### config.mk
export PLATFORM = sky130hd
export DESIGN_NAME = ddr_cmd_sched
export DESIGN_NICKNAME = d
export VERILOG_FILES = /design/src/rtl/ddr_sched_pkg.sv /design/src/rtl/ddr_addr_latch.sv /design/src/rtl/ddr_refresh_timer.sv /design/src/rtl/ddr_cmd_fsm.sv /design/src/rtl/ddr_cmd_decode.sv /design/src/rtl/ddr_cmd_sched.sv
export SDC_FILE = /design/constraint.sdc
export NUM_CORES = 1
export LEC_CHECK = 0
export CAP_MARGIN = 20
export CORE_MARGIN = 3
export CORE_UTILIZATION = 46
export CTS_CLUSTER_DIAMETER = 120
export DETAILED_ROUTE_END_ITERATION = 10
export PLACE_DENSITY = 0.79
export REMOVE_ABC_BUFFERS = 1
export SLEW_MARGIN = 10
export SYNTH_ARGS = -nofsm -noshare
export SYNTH_HDL_FRONTEND = slang
export SYNTH_SLANG_ARGS = --single-unit
### constraint.sdc
create_clock -name clk -period 1.8 [get_ports clk]
set_input_delay 0.54 -clock clk [delete_from_list [all_inputs] [get_ports clk]]
set_output_delay 0.54 -clock clk [all_outputs]
set_load 0.01 [all_outputs]
### src/rtl/ddr_sched_pkg.sv
`timescale 1ns/1ps
// Shared types, command encodings and parameter-decoding functions for the
// DDR command scheduler. Assumes the mode settings are fixed at elaboration.
package ddr_sched_pkg;

    // Scheduler states; encodings kept stable for any neighbour that decodes them.
    typedef enum logic [3:0] {
        ST_IDLE   = 4'b0000,
        ST_TRCD   = 4'b0001,
        ST_CL     = 4'b0010,
        ST_RDATA  = 4'b0011,
        ST_WDATA  = 4'b0100,
        ST_TRFC   = 4'b0101,
        ST_TDAL   = 4'b0110,
        ST_ACTIVE = 4'b1000,
        ST_READA  = 4'b1001,
        ST_WRITEA = 4'b1010,
        ST_AREF   = 4'b1011
    } sched_state_e;

    // Command vector {cs_n, ras_n, cas_n, we_n}.
    localparam logic [3:0] CMD_NOP  = 4'b0111;
    localparam logic [3:0] CMD_ACT  = 4'b0011;
    localparam logic [3:0] CMD_RD   = 4'b0101;
    localparam logic [3:0] CMD_WR   = 4'b0100;
    localparam logic [3:0] CMD_AREF = 4'b0001;

    // CAS latency select: 0 = CL2, 1 = CL2.5, 2 = CL3; half cycles round up.
    function automatic int cas_clocks(input int sel);
        case (sel)
            0:       return 2;
            default: return 3;
        endcase
    endfunction

    // Burst select: 0 = BL2, 1 = BL4, 2 = BL8; two beats per user-side clock.
    function automatic int burst_clocks(input int sel);
        case (sel)
            0:       return 1;
            1:       return 2;
            default: return 4;
        endcase
    endfunction

    // Refresh interval select in clocks.
    function automatic int refresh_interval(input int sel);
        case (sel)
            0:       return 750;
            1:       return 1000;
            2:       return 1500;
            default: return 2000;
        endcase
    endfunction

    function automatic int max_of(input int a, input int b);
        return (a > b) ? a : b;
    endfunction

endpackage

### src/rtl/ddr_addr_latch.sv
`timescale 1ns/1ps
// Captures the system address at request acceptance and splits it into
// row (upper), bank (middle) and column (lower) fields.
// Assumes the address is valid in the acceptance cycle.
module ddr_addr_latch #(
    parameter int ROW_W  = 12,
    parameter int BANK_W = 2,
    parameter int COL_W  = 10
) (
    input  logic                          clk,
    input  logic                          rst_n,
    input  logic                          load,
    input  logic [ROW_W+BANK_W+COL_W-1:0] sys_addr,
    output logic [ROW_W-1:0]              row,
    output logic [BANK_W-1:0]             bank,
    output logic [COL_W-1:0]              col
);
    localparam int BANK_LSB = COL_W;
    localparam int ROW_LSB  = COL_W + BANK_W;

    // Hold the address fields of the accepted request.
    always_ff @(posedge clk) begin
        if (!rst_n) begin
            row  <= '0;
            bank <= '0;
            col  <= '0;
        end else if (load) begin
            row  <= sys_addr[ROW_LSB +: ROW_W];
            bank <= sys_addr[BANK_LSB +: BANK_W];
            col  <= sys_addr[0 +: COL_W];
        end
    end

    // fields hold until the next acceptance.
    p_fields_hold_r3: assert property (@(posedge clk) disable iff (!rst_n)
        !load |=> ($stable(row) && $stable(bank) && $stable(col)));

endmodule

### src/rtl/ddr_refresh_timer.sv
`timescale 1ns/1ps
// Refresh interval counter. Counts only while enabled, raises a pending
// refresh flag every interval and drops it when the refresh is issued.
// Assumes the scheduler serves the flag before the next interval elapses.
module ddr_refresh_timer
    import ddr_sched_pkg::*;
#(
    parameter int REF_SEL = 3
) (
    input  logic clk,
    input  logic rst_n,
    input  logic enable,
    input  logic issued,
    output logic pending
);
    localparam int REF_INT = refresh_interval(REF_SEL);
    localparam int CNT_W   = $clog2(REF_INT);
    localparam logic [CNT_W-1:0] RELOAD = CNT_W'(REF_INT - 1);

    logic [CNT_W-1:0] cnt_q;
    logic             tick;

    assign tick = enable && (cnt_q == '0);

    // Down-count the interval while enabled, reloading on expiry.
    always_ff @(posedge clk) begin
        if (!rst_n)      cnt_q <= RELOAD;
        else if (tick)   cnt_q <= RELOAD;
        else if (enable) cnt_q <= cnt_q - 1'b1;
    end

    // Pending flag: set on expiry, cleared once the refresh goes out.
    always_ff @(posedge clk) begin
        if (!rst_n)      pending <= 1'b0;
        else if (tick)   pending <= 1'b1;
        else if (issued) pending <= 1'b0;
    end

    p_reload_r9: assert property (@(posedge clk) disable iff (!rst_n)
        tick |=> (cnt_q == RELOAD && pending));

    p_frozen_r2: assert property (@(posedge clk) disable iff (!rst_n)
        !enable |=> $stable(cnt_q));

    p_pend_cleared_r11: assert property (@(posedge clk) disable iff (!rst_n)
        (issued && !tick) |=> !pending);

endmodule

### src/rtl/ddr_cmd_fsm.sv
`timescale 1ns/1ps
// Command sequencer: idle -> ACTIVE -> RAS-to-CAS wait -> READ/WRITE with
// auto-precharge -> CAS wait / data phase -> post-write wait -> idle, plus
// AUTO_REFRESH -> recovery -> idle. Refresh wins in idle.
// Assumes every wait parameter except T_DAL is at least 1.
module ddr_cmd_fsm
    import ddr_sched_pkg::*;
#(
    parameter int T_RCD     = 2,
    parameter int CAS_CLK   = 3,
    parameter int BURST_CLK = 4,
    parameter int T_DAL     = 7,
    parameter int T_RFC     = 10
) (
    input  logic         clk,
    input  logic         rst_n,
    input  logic         init_done,
    input  logic         req,
    input  logic         req_wr,
    input  logic         ref_pend,
    output sched_state_e state,
    output logic         accept
);
    // The idle, ACTIVE and RAS-to-CAS cycles already cover 3 clocks of T_DAL.
    localparam int DAL_WAIT = (T_DAL < 3) ? 0 : T_DAL - 3;
    localparam int CNT_MAX  = max_of(max_of(T_RCD, CAS_CLK),
                                     max_of(max_of(BURST_CLK, T_RFC), max_of(DAL_WAIT, 1)));
    localparam int CNT_W    = $clog2(CNT_MAX + 1);
    localparam logic [CNT_W-1:0] LD_RCD   = CNT_W'(T_RCD - 1);
    localparam logic [CNT_W-1:0] LD_CL    = CNT_W'(CAS_CLK - 1);
    localparam logic [CNT_W-1:0] LD_BURST = CNT_W'(BURST_CLK - 1);
    localparam logic [CNT_W-1:0] LD_RFC   = CNT_W'(T_RFC - 1);
    localparam logic [CNT_W-1:0] LD_DAL   = CNT_W'(max_of(DAL_WAIT, 1) - 1);

    sched_state_e     state_q, state_d, after_write;
    logic [CNT_W-1:0] cnt_q, cnt_d;
    logic             wr_q, wr_d;
    logic             wait_done;

    assign wait_done = (cnt_q == '0);
    assign state     = state_q;

    // Pick the state after the write data phase: skip the wait if it is zero.
    generate
        if (DAL_WAIT == 0) begin : g_no_dal
            assign after_write = ST_IDLE;
        end else begin : g_dal
            assign after_write = ST_TDAL;
        end
    endgenerate

    // Next-state, wait-counter and direction decisions.
    always_comb begin
        state_d = state_q;
        cnt_d   = cnt_q;
        wr_d    = wr_q;
        accept  = 1'b0;
        case (state_q)
            ST_IDLE: begin
                if (init_done) begin
                    if (ref_pend) begin
                        state_d = ST_AREF;
                    end else if (req) begin
                        state_d = ST_ACTIVE;
                        accept  = 1'b1;
                        wr_d    = req_wr;
                    end
                end
            end
            ST_ACTIVE: begin
                state_d = ST_TRCD;
                cnt_d   = LD_RCD;
            end
            ST_TRCD: begin
                if (wait_done) state_d = wr_q ? ST_WRITEA : ST_READA;
                else           cnt_d   = cnt_q - 1'b1;
            end
            ST_READA: begin
                state_d = ST_CL;
                cnt_d   = LD_CL;
            end
            ST_CL: begin
                if (wait_done) begin
                    state_d = ST_RDATA;
                    cnt_d   = LD_BURST;
                end else begin
                    cnt_d = cnt_q - 1'b1;
                end
            end
            ST_RDATA: begin
                if (wait_done) state_d = ST_IDLE;
                else           cnt_d   = cnt_q - 1'b1;
            end
            ST_WRITEA: begin
                state_d = ST_WDATA;
                cnt_d   = LD_BURST;
            end
            ST_WDATA: begin
                if (wait_done) begin
                    state_d = after_write;
                    cnt_d   = LD_DAL;
                end else begin
                    cnt_d = cnt_q - 1'b1;
                end
            end
            ST_TDAL: begin
                if (wait_done) state_d = ST_IDLE;
                else           cnt_d   = cnt_q - 1'b1;
            end
            ST_AREF: begin
                state_d = ST_TRFC;
                cnt_d   = LD_RFC;
            end
            ST_TRFC: begin
                if (wait_done) state_d = ST_IDLE;
                else           cnt_d   = cnt_q - 1'b1;
            end
            default: state_d = ST_IDLE;
        endcase
    end

    // State, counter and direction registers.
    always_ff @(posedge clk) begin
        if (!rst_n) begin
            state_q <= ST_IDLE;
            cnt_q   <= '0;
            wr_q    <= 1'b0;
        end else begin
            state_q <= state_d;
            cnt_q   <= cnt_d;
            wr_q    <= wr_d;
        end
    end

    p_accept_needs_init_r2: assert property (@(posedge clk) disable iff (!rst_n)
        (state_q == ST_ACTIVE) |-> $past(init_done && req && !ref_pend));

    p_cas_after_trcd_r4: assert property (@(posedge clk) disable iff (!rst_n)
        (state_q == ST_READA || state_q == ST_WRITEA) |-> ($past(state_q) == ST_TRCD));

    p_no_accept_busy_r8: assert property (@(posedge clk) disable iff (!rst_n)
        (state_q != ST_IDLE) |=> (state_q != ST_ACTIVE));

    p_aref_from_idle_r9: assert property (@(posedge clk) disable iff (!rst_n)
        (state_q == ST_AREF) |-> ($past(state_q) == ST_IDLE));

    p_refresh_first_r11: assert property (@(posedge clk) disable iff (!rst_n)
        (state_q == ST_IDLE && init_done && ref_pend) |=> (state_q == ST_AREF));

    p_rd_after_cas_r5: assert property (@(posedge clk) disable iff (!rst_n)
        (state_q == ST_RDATA && $past(state_q) != ST_RDATA) |-> ($past(state_q) == ST_CL));

endmodule

### src/rtl/ddr_cmd_decode.sv
`timescale 1ns/1ps
// Maps the scheduler state onto the command vector, the acknowledge, the
// address and bank outputs, and the data-phase strobes.
// Assumes the column fits below the auto-precharge bit.
module ddr_cmd_decode
    import ddr_sched_pkg::*;
#(
    parameter int ROW_W  = 12,
    parameter int BANK_W = 2,
    parameter int COL_W  = 10,
    parameter int AP_BIT = 10
) (
    input  sched_state_e      state,
    input  logic [ROW_W-1:0]  row,
    input  logic [BANK_W-1:0] bank,
    input  logic [COL_W-1:0]  col,
    output logic [3:0]        cmd_n,
    output logic              ack,
    output logic [ROW_W-1:0]  ddr_addr,
    output logic [BANK_W-1:0] ddr_bank,
    output logic              rd_phase,
    output logic              wr_phase
);
    // Per-state output decode; anything not listed drives NOP and zeros.
    always_comb begin
        cmd_n    = CMD_NOP;
        ack      = 1'b0;
        ddr_addr = '0;
        ddr_bank = '0;
        rd_phase = (state == ST_RDATA);
        wr_phase = (state == ST_WDATA);
        case (state)
            ST_ACTIVE: begin
                cmd_n    = CMD_ACT;
                ack      = 1'b1;
                ddr_addr = row;
                ddr_bank = bank;
            end
            ST_READA, ST_WRITEA: begin
                cmd_n                = (state == ST_READA) ? CMD_RD : CMD_WR;
                ddr_addr[COL_W-1:0]  = col;
                ddr_addr[AP_BIT]     = 1'b1;
                ddr_bank             = bank;
            end
            ST_AREF: cmd_n = CMD_AREF;
            default: ;
        endcase
    end

endmodule

### src/rtl/ddr_cmd_sched.sv
`timescale 1ns/1ps
// Top of the DDR access and refresh command scheduler. Accepts one request
// at a time after initialisation, issues auto-precharge accesses and
// periodic auto-refresh. Assumes req and its fields are held until ack.
module ddr_cmd_sched
    import ddr_sched_pkg::*;
#(
    parameter int ROW_W     = 12,
    parameter int BANK_W    = 2,
    parameter int COL_W     = 10,
    parameter int AP_BIT    = 10,
    parameter int CAS_SEL   = 1,
    parameter int BURST_SEL = 2,
    parameter int REF_SEL   = 3,
    parameter int T_RCD     = 2,
    parameter int T_DAL     = 7,
    parameter int T_RFC     = 10
) (
    input  logic                          clk,
    input  logic                          rst_n,
    input  logic                          init_done,
    input  logic                          req,
    input  logic                          req_wr,
    input  logic [ROW_W+BANK_W+COL_W-1:0] req_addr,
    output logic                          ack,
    output logic [3:0]                    cmd_n,
    output logic [ROW_W-1:0]              ddr_addr,
    output logic [BANK_W-1:0]             ddr_bank,
    output logic                          rd_phase,
    output logic                          wr_phase
);
    localparam int CAS_CLK   = cas_clocks(CAS_SEL);
    localparam int BURST_CLK = burst_clocks(BURST_SEL);

    sched_state_e      state;
    logic              accept;
    logic              ref_pend;
    logic              ref_issued;
    logic [ROW_W-1:0]  row;
    logic [BANK_W-1:0] bank;
    logic [COL_W-1:0]  col;

    assign ref_issued = (state == ST_AREF);

    ddr_refresh_timer #(.REF_SEL(REF_SEL)) u_refresh (
        .clk     (clk),
        .rst_n   (rst_n),
        .enable  (init_done),
        .issued  (ref_issued),
        .pending (ref_pend)
    );

    ddr_cmd_fsm #(
        .T_RCD     (T_RCD),
        .CAS_CLK   (CAS_CLK),
        .BURST_CLK (BURST_CLK),
        .T_DAL     (T_DAL),
        .T_RFC     (T_RFC)
    ) u_fsm (
        .clk       (clk),
        .rst_n     (rst_n),
        .init_done (init_done),
        .req       (req),
        .req_wr    (req_wr),
        .ref_pend  (ref_pend),
        .state     (state),
        .accept    (accept)
    );

    ddr_addr_latch #(.ROW_W(ROW_W), .BANK_W(BANK_W), .COL_W(COL_W)) u_addr (
        .clk      (clk),
        .rst_n    (rst_n),
        .load     (accept),
        .sys_addr (req_addr),
        .row      (row),
        .bank     (bank),
        .col      (col)
    );

    ddr_cmd_decode #(.ROW_W(ROW_W), .BANK_W(BANK_W), .COL_W(COL_W), .AP_BIT(AP_BIT)) u_dec (
        .state    (state),
        .row      (row),
        .bank     (bank),
        .col      (col),
        .cmd_n    (cmd_n),
        .ack      (ack),
        .ddr_addr (ddr_addr),
        .ddr_bank (ddr_bank),
        .rd_phase (rd_phase),
        .wr_phase (wr_phase)
    );

    p_strobes_apart_r6: assert property (@(posedge clk) disable iff (!rst_n)
        !(rd_phase && wr_phase));

endmodule

==> results.cfg, run 1 <==
[status]
outcome = finished, violations left
violations = setup timing

[drt]
drt_pass1_iterations = 4
drt_iter0_markers = 235
drcViolationCount = 0
wl_per_cell_um = 15.6
via_per_inst = 5.50
via_count = 2397
finalWirelength_um = 6780
drtAntennaViolNets = 0

[place]
dpl.hpwl_um = 4310
numPortBuffers = 48
placed_area_um2 = 3120
place_ws_ps = -385
gp_congestion = 0.907

[logic_synthesis]
synth_ff_type = dfxtp_1
synth.area.top_cells = dfxtp_1 (38%), nand2_1 (11%), a21oi_1 (7.0%), a22o_1 (3.7%), buf_2 (1.9%)
syn_inst = 294
synth_top_area_share_pct = 38.1
synth_warnings = 0
synthArstFlopShare_pct = 0
synth_area_leader_cell = dfxtp_1
synth_edf_count = 0
synth_seq_cells = 45
yosysSeqAreaShare_pct = 38.1
syn_area_per_cell_um2 = 8.05
synth_area_um2 = 2370
yosysUniqueCellTypes = 65

[clock_network]
cts_sinks = 45
clkTransAtPathRegs_ps = 90
hold_buffers = 0
clk_latency_ps = 310
cts_made_buffers = 5
clockBufferDepth = 2
cts_max_level = 2
cts_tree = built
cts_root_buf = clkbuf_8

[layout]
n_antenna_cell = 0
ff_latch_area_um2 = 908
stdcell_area_um2 = 3390
multiInputGateArea_um2 = 1390
drive_gt1_share_pct = 27.1
nFillCells = 369
area_growth_pct = 43.3
nets = 400

[sta]
setup_slack_ps = -240
fin_hold_ws_ps = 451
hold_violations = 0
fin_crit_sh_pct = 113
rsz0062_at_grt = yes
min_period_ps = 2040
clock_skew_ps = 2.77
drv_slew = 0
fmax_mhz = 490
setup_viol = 19

[worst_hold_path]
hold_path_end = u_addr.bank[1]
min-delay-start = u_addr.bank[1]
min_delay_path_depth = 2
hold_class = reg2reg

[floorplanning]
die_area_um2 = 6040
initial_core_util_pct = 48.8
die_w_um = 77.7
core_um2 = 4850
row_count = 25
io_pins = 50
die_y_um = 77.7

[run]
drv_cap = 0

[grt]
antenna_found_initial = 0
grt_max_degree = 26
grt_overflow = 0
grt_pass1_vias = 2308
grt_pass1_wl_um = 10400
grt.total_usage_pct = 21.4

[setup_path]
worstPathRequired_ps = 1260
endpoint_kind = output port
worst_r2r_path_depth = 7
critical_path.max_fanout = 6
rrSetupSlack_ps = 50
timing.rr.end = u_fsm.cnt_q[0]
path_class = reg2out
reg2reg_from = u_fsm.state[1]
cp-start-kind = flop
crit_arrival_ps = 1500

[pwr]
max-vdd-ir-drop_v = 0.000694
p_leak_uw = 0.00136
power-per-cell-area_nw_per_um2 = 1200
==> what timing repair did <==
| action | in CTS | in global routing |
|---|---|---|
| setup buffers | 4 | 1 |
| endpoints found under the hold margin | 0 | 0 |
| setup endpoints to repair | 20 | 46 |
| pin swaps | 7 | 15 |
| gates resized for setup | 100 | 17 |
| cloned | 1 | 2 |
==> kinds of logic after synthesis <==
group	after synthesis	synth area share [%]
simple gates	127	27.5
flops	45	38.1
xor+xnor	10	3.70
other cells	1	0.158
mux	3	1.32
buf+inv	31	6.55
fa+ha+maj	4	2.01
compound gates	73	20.7
==> Yosys cell counts (all sizes together), types with 2 or more instances <==
master,count
o211a,2
nand4b,3
dfxtp,45
or2,2
clkbuf,8
nand2,72
inv,8
o21ai,6
and2,3
nor2b,2
nand2b,3
nor2,12
buf,15
xor2,5
mux2i,2
or3,3
nand3,3
ha,3
nand3b,2
a21oi,33
xnor2,5
o211ai,4
a2111oi,2
a22o,10
and3,3
nor4b,2
nor4,4
nor3,3
nor3b,2
or4,2
==> worst max-delay path, stage by stage, from the launching register on <==
cell and delay (ps):
dfxtp_4 380, or2_4 250, nor2_4 140, buf_6 140
a22o_1 150, buf_2 130
==> sequential cells by signal, indices dropped and copies added (netlist names) <==
| register | count |
|---|---|
| u_addr.row | 12 |
| u_refresh.cnt_q | 11 |
| u_fsm.wr_q | 1 |
| u_fsm.state | 4 |
| u_fsm.cnt_q | 4 |
| u_addr.bank | 2 |
| u_refresh.pending | 1 |
| u_addr.col | 10 |
==> cells in the final DEF (no fill, tap or decap), types with 3 or more instances in the layout <==
master and instances:
a22o_1 10, buf_12 5, nand2_1 69, dfxtp_1 41
a21oi_2 3, buf_6 10, clkbuf_8 6, ha_1 3
clkdlybuf4s50_1 27, nand3_1 3, and3_1 3, nand4b_1 3
buf_2 15, o211ai_1 3, xnor2_1 4, dfxtp_2 3
xor2_1 5, nor4_1 4, o21ai_0 6, a21oi_1 30
nand2b_1 3, nor2_1 9, inv_1 6, buf_4 27
==> layout make-up <==
| type | instances | area share [%] |
|---|---|---|
| Tap cell | 67 | 2.47 |
| Multi-Input combinational cell | 218 | 41.0 |
| Sequential cell | 45 | 26.8 |
| Clock inverter | 2 | 1.11 |
| Timing Repair Buffer | 90 | 25.2 |
| Inverter | 8 | 0.959 |
| Clock buffer | 6 | 2.43 |
==> layer usage <==
| layer | wire length [um] | vias to the layer above | track usage, % |
|---|---|---|---|
| met5 | 0 | - | 0 |
| met4 | 87 | 0 | 5.52 |
| met3 | 414 | 11 | 6.03 |
| met2 | 3440 | 69 | 35.9 |
| met1 | 2840 | 1140 | 26.8 |
| li1 | - | 1177 | - |
==> worst max path at each step <==
stage | depth (start not counted) | from | slack, ps | endpoint
after floorplan | 3 | u_fsm.state[0] | -440 | ddr_addr[0]
after global placement | 5 | u_fsm.state[0] | -320 | ddr_addr[3]
after detailed placement | 5 | u_fsm.state[0] | -380 | ddr_addr[2]
after CTS | 5 | u_fsm.state[0] | -230 | ddr_addr[8]
after global routing | 5 | u_fsm.state[0] | -300 | ddr_addr[8]
final | 5 | u_fsm.state[0] | -240 | ddr_addr[8]
==> metrics by stage <==
stage	instances	setup TNS [ps]	total power, uW	utilization [%]
floorplan	271	-4980	2190	-
global placement	421	-8570	2820	64.3
detailed placement	421	-9810	2870	64.3
CTS	434	-3270	3870	67.8
global route	436	-4660	4290	70.0
finish	436	-3510	4070	70.0
==> report_power, final <==
part	total [uW]	switching, uW	internal [uW]
Sequential	1260	123	1130
Clock	815	364	452
Combinational	2000	980	1020
Total	4070	1470	2610
Power figures use the tool's default switching activity.
==> run 2, diff against run 1 <==
--- a/config.mk
+++ b/config.mk
@@ -5,12 +5,11 @@
 export SDC_FILE = /design/constraint.sdc
 export NUM_CORES = 1
 export LEC_CHECK = 0
-export CAP_MARGIN = 20
 export CORE_MARGIN = 3
-export CORE_UTILIZATION = 46
+export CORE_UTILIZATION = 51
 export CTS_CLUSTER_DIAMETER = 120
 export DETAILED_ROUTE_END_ITERATION = 10
-export PLACE_DENSITY = 0.79
+export PLACE_DENSITY = 0.83
 export REMOVE_ABC_BUFFERS = 1
 export SLEW_MARGIN = 10
 export SYNTH_ARGS = -nofsm -noshare
==> constraint.sdc (replaced) <==
create_clock -name clk -period 2.32 [get_ports clk]
set_input_delay 0.696 -clock clk [delete_from_list [all_inputs] [get_ports clk]]
set_output_delay 0.696 -clock clk [all_outputs]
set_load 0.01 [all_outputs]
==> run 2 against run 1 <==
  * The flow now finishes without violations
  * Final cell count fell by 8.9%
  * Combinational power shrank 39%
  * Critical path depth is 1 lower
  * Global-route usage rose by 0.24 points
  * Non-clock buffer count decreased by 22
  * First-iteration DRC count shrank 29%
  * Total power is 35% lower
  * Clock power is 46% lower
  * Via count shrank 6.9%
  * Register-to-register slack gained 480 ps
  * Sequential share of layout area rose by 2.7 points
  * Largest cell class unchanged
  * Largest power group unchanged
  * Highest routed layer unchanged
==> results.cfg, run 2 (synthesized netlist as in run 1, its figures left out) <==
[sta]
fin_crit_sh_pct = 97.7
hold_violations = 0
drv_slew = 0
rsz0062_at_grt = yes
setup_viol = 0
fmax_mhz = 441
tns_ps = 0
min_period_ps = 2270
clock_skew_ps = 8.65

[clock_network]
cts_root_buf = clkbuf_8
clkTransAtPathRegs_ps = 70
clockBufferDepth = 2
cts_tree = built
cts_made_buffers = 5
cts_max_level = 2
hold_buffers = 0
cts_sinks = 45
clk_latency_ps = 290

[setup_path]
path_class = reg2out
endpoint_kind = output port
cp-start-kind = flop
worstPathRequired_ps = 1620
crit_arrival_ps = 1570
critical_path.max_fanout = 17

[grt]
grt_pass1_wl_um = 9370
grt.met1_usage_pct = 28.1
met3_usage_pct = 4.73
met2_usage_pct = 35.5
grt_pass1_vias = 2063
busiest_layer = met2
grt.total_usage_pct = 21.6
grt_max_degree = 26
grt_overflow = 0
antenna_found_initial = 0

[layout]
nets = 378
n_antenna_cell = 0
layout_commonest_cell = nand2_1
stdcell_count = 397
mostFrequentLayoutCells = nand2_1 (70), dfxtp_1 (43), a21oi_1 (33), clkdlybuf4s50_1 (28), buf_4 (15)
largestRegisters = u_addr.row: 12 flops, u_refresh.cnt_q: 11 flops, u_addr.col: 10 flops
area_growth_pct = 29.7
drive_gt1_share_pct = 13.0
largest_reg_flops = 12
stdcell_area_um2 = 3070
top_register = u_addr.row

[status]
outcome = complete, no violations

[floorplanning]
io_pins = 50
die_w_um = 74.1
row_count = 24
initial_core_util_pct = 53.6
die_area_um2 = 5500
core_um2 = 4410
die_y_um = 74.1

[drt]
drt_pass1_iterations = 4
finalWirelength_um = 5690
drtAntennaViolNets = 0
via_count = 2232
drcViolationCount = 0
drt_iter0_markers = 168
wl_per_cell_um = 14.3
via_per_inst = 5.62

[place]
dpl.hpwl_um = 4010
placed_area_um2 = 2940
gp_congestion = 0.876
dpl.cell_count = 389
numPortBuffers = 48

[pwr]
max-vdd-ir-drop_v = 0.000443
p_leak_uw = 0.00118
power-per-cell-area_nw_per_um2 = 856

[worst_hold_path]
hold_class = reg2reg

[run]
drv_cap = 0
[run 2: area by class of cell]
cell class / count / area (um2)
repair buffers: 68 / 649
multi-input cells: 218 / 1350
clock buffers: 5 / 68.8
fillers: 340 / 1340
well taps: 52 / 65.1
flip-flops and latches: 45 / 906
clock inverters: 1 / 5.00
inverters: 8 / 30.0
[run 2: metal layers]
layer / up-vias / wire (um)
met5: - / 0
met1: 1050 / 2580
met2: 41 / 2770
met4: 0 / 114
met3: 10 / 219
li1: 1131 / -
[run 2: worst paths after layout]
kind | start | to | slack (ps) | cells after the start
setup reg to reg | u_fsm.cnt_q[0] | u_fsm.state[1] | 530 | 6
hold / removal | u_addr.col[1] | u_addr.col[1] | 450 | 2
setup / recovery | u_fsm.state[1] | cmd_n[0] | 50 | 4
hold reg to reg | u_addr.col[1] | u_addr.col[1] | 450 | 2
[run 2: through the flow]
stage / power, uW / utilization, % / setup slack [ps] / hold slack, ps
finish: 2630 / 69.6 / 54.5 / 454
floorplan: 1700 / - / -77.7 / 432
CTS: 2600 / 68.9 / 16.4 / 455
detailed placement: 2120 / 66.5 / -2.83 / 444
global route: 2800 / 69.6 / -7.85 / 467
global placement: 2080 / 66.5 / 20.0 / 439
[run 2: worst max-delay path, cell delays in order (launching register included)]
cell           delay, ps
dfxtp_4              390
buf_8                160
inv_1                 60
or3_1                370
dlygate4sd2_1        300
[run 2: report_power, final]
part           leakage, uW  total [uW]  switching, uW  internal (uW)
logic             0.000776        1220            643            575
registers         0.000367         969           92.2            877
clock network    0.0000399         440            241            198
total              0.00118        2630            977           1650
[run 2: timing repair]
item                                    in CTS  in global routing
pin swaps                                    0                  0
resized for setup                           36                 13
endpoints found under the setup margin      20                 12
cloned                                       1                  0
setup buffers                                1                  0
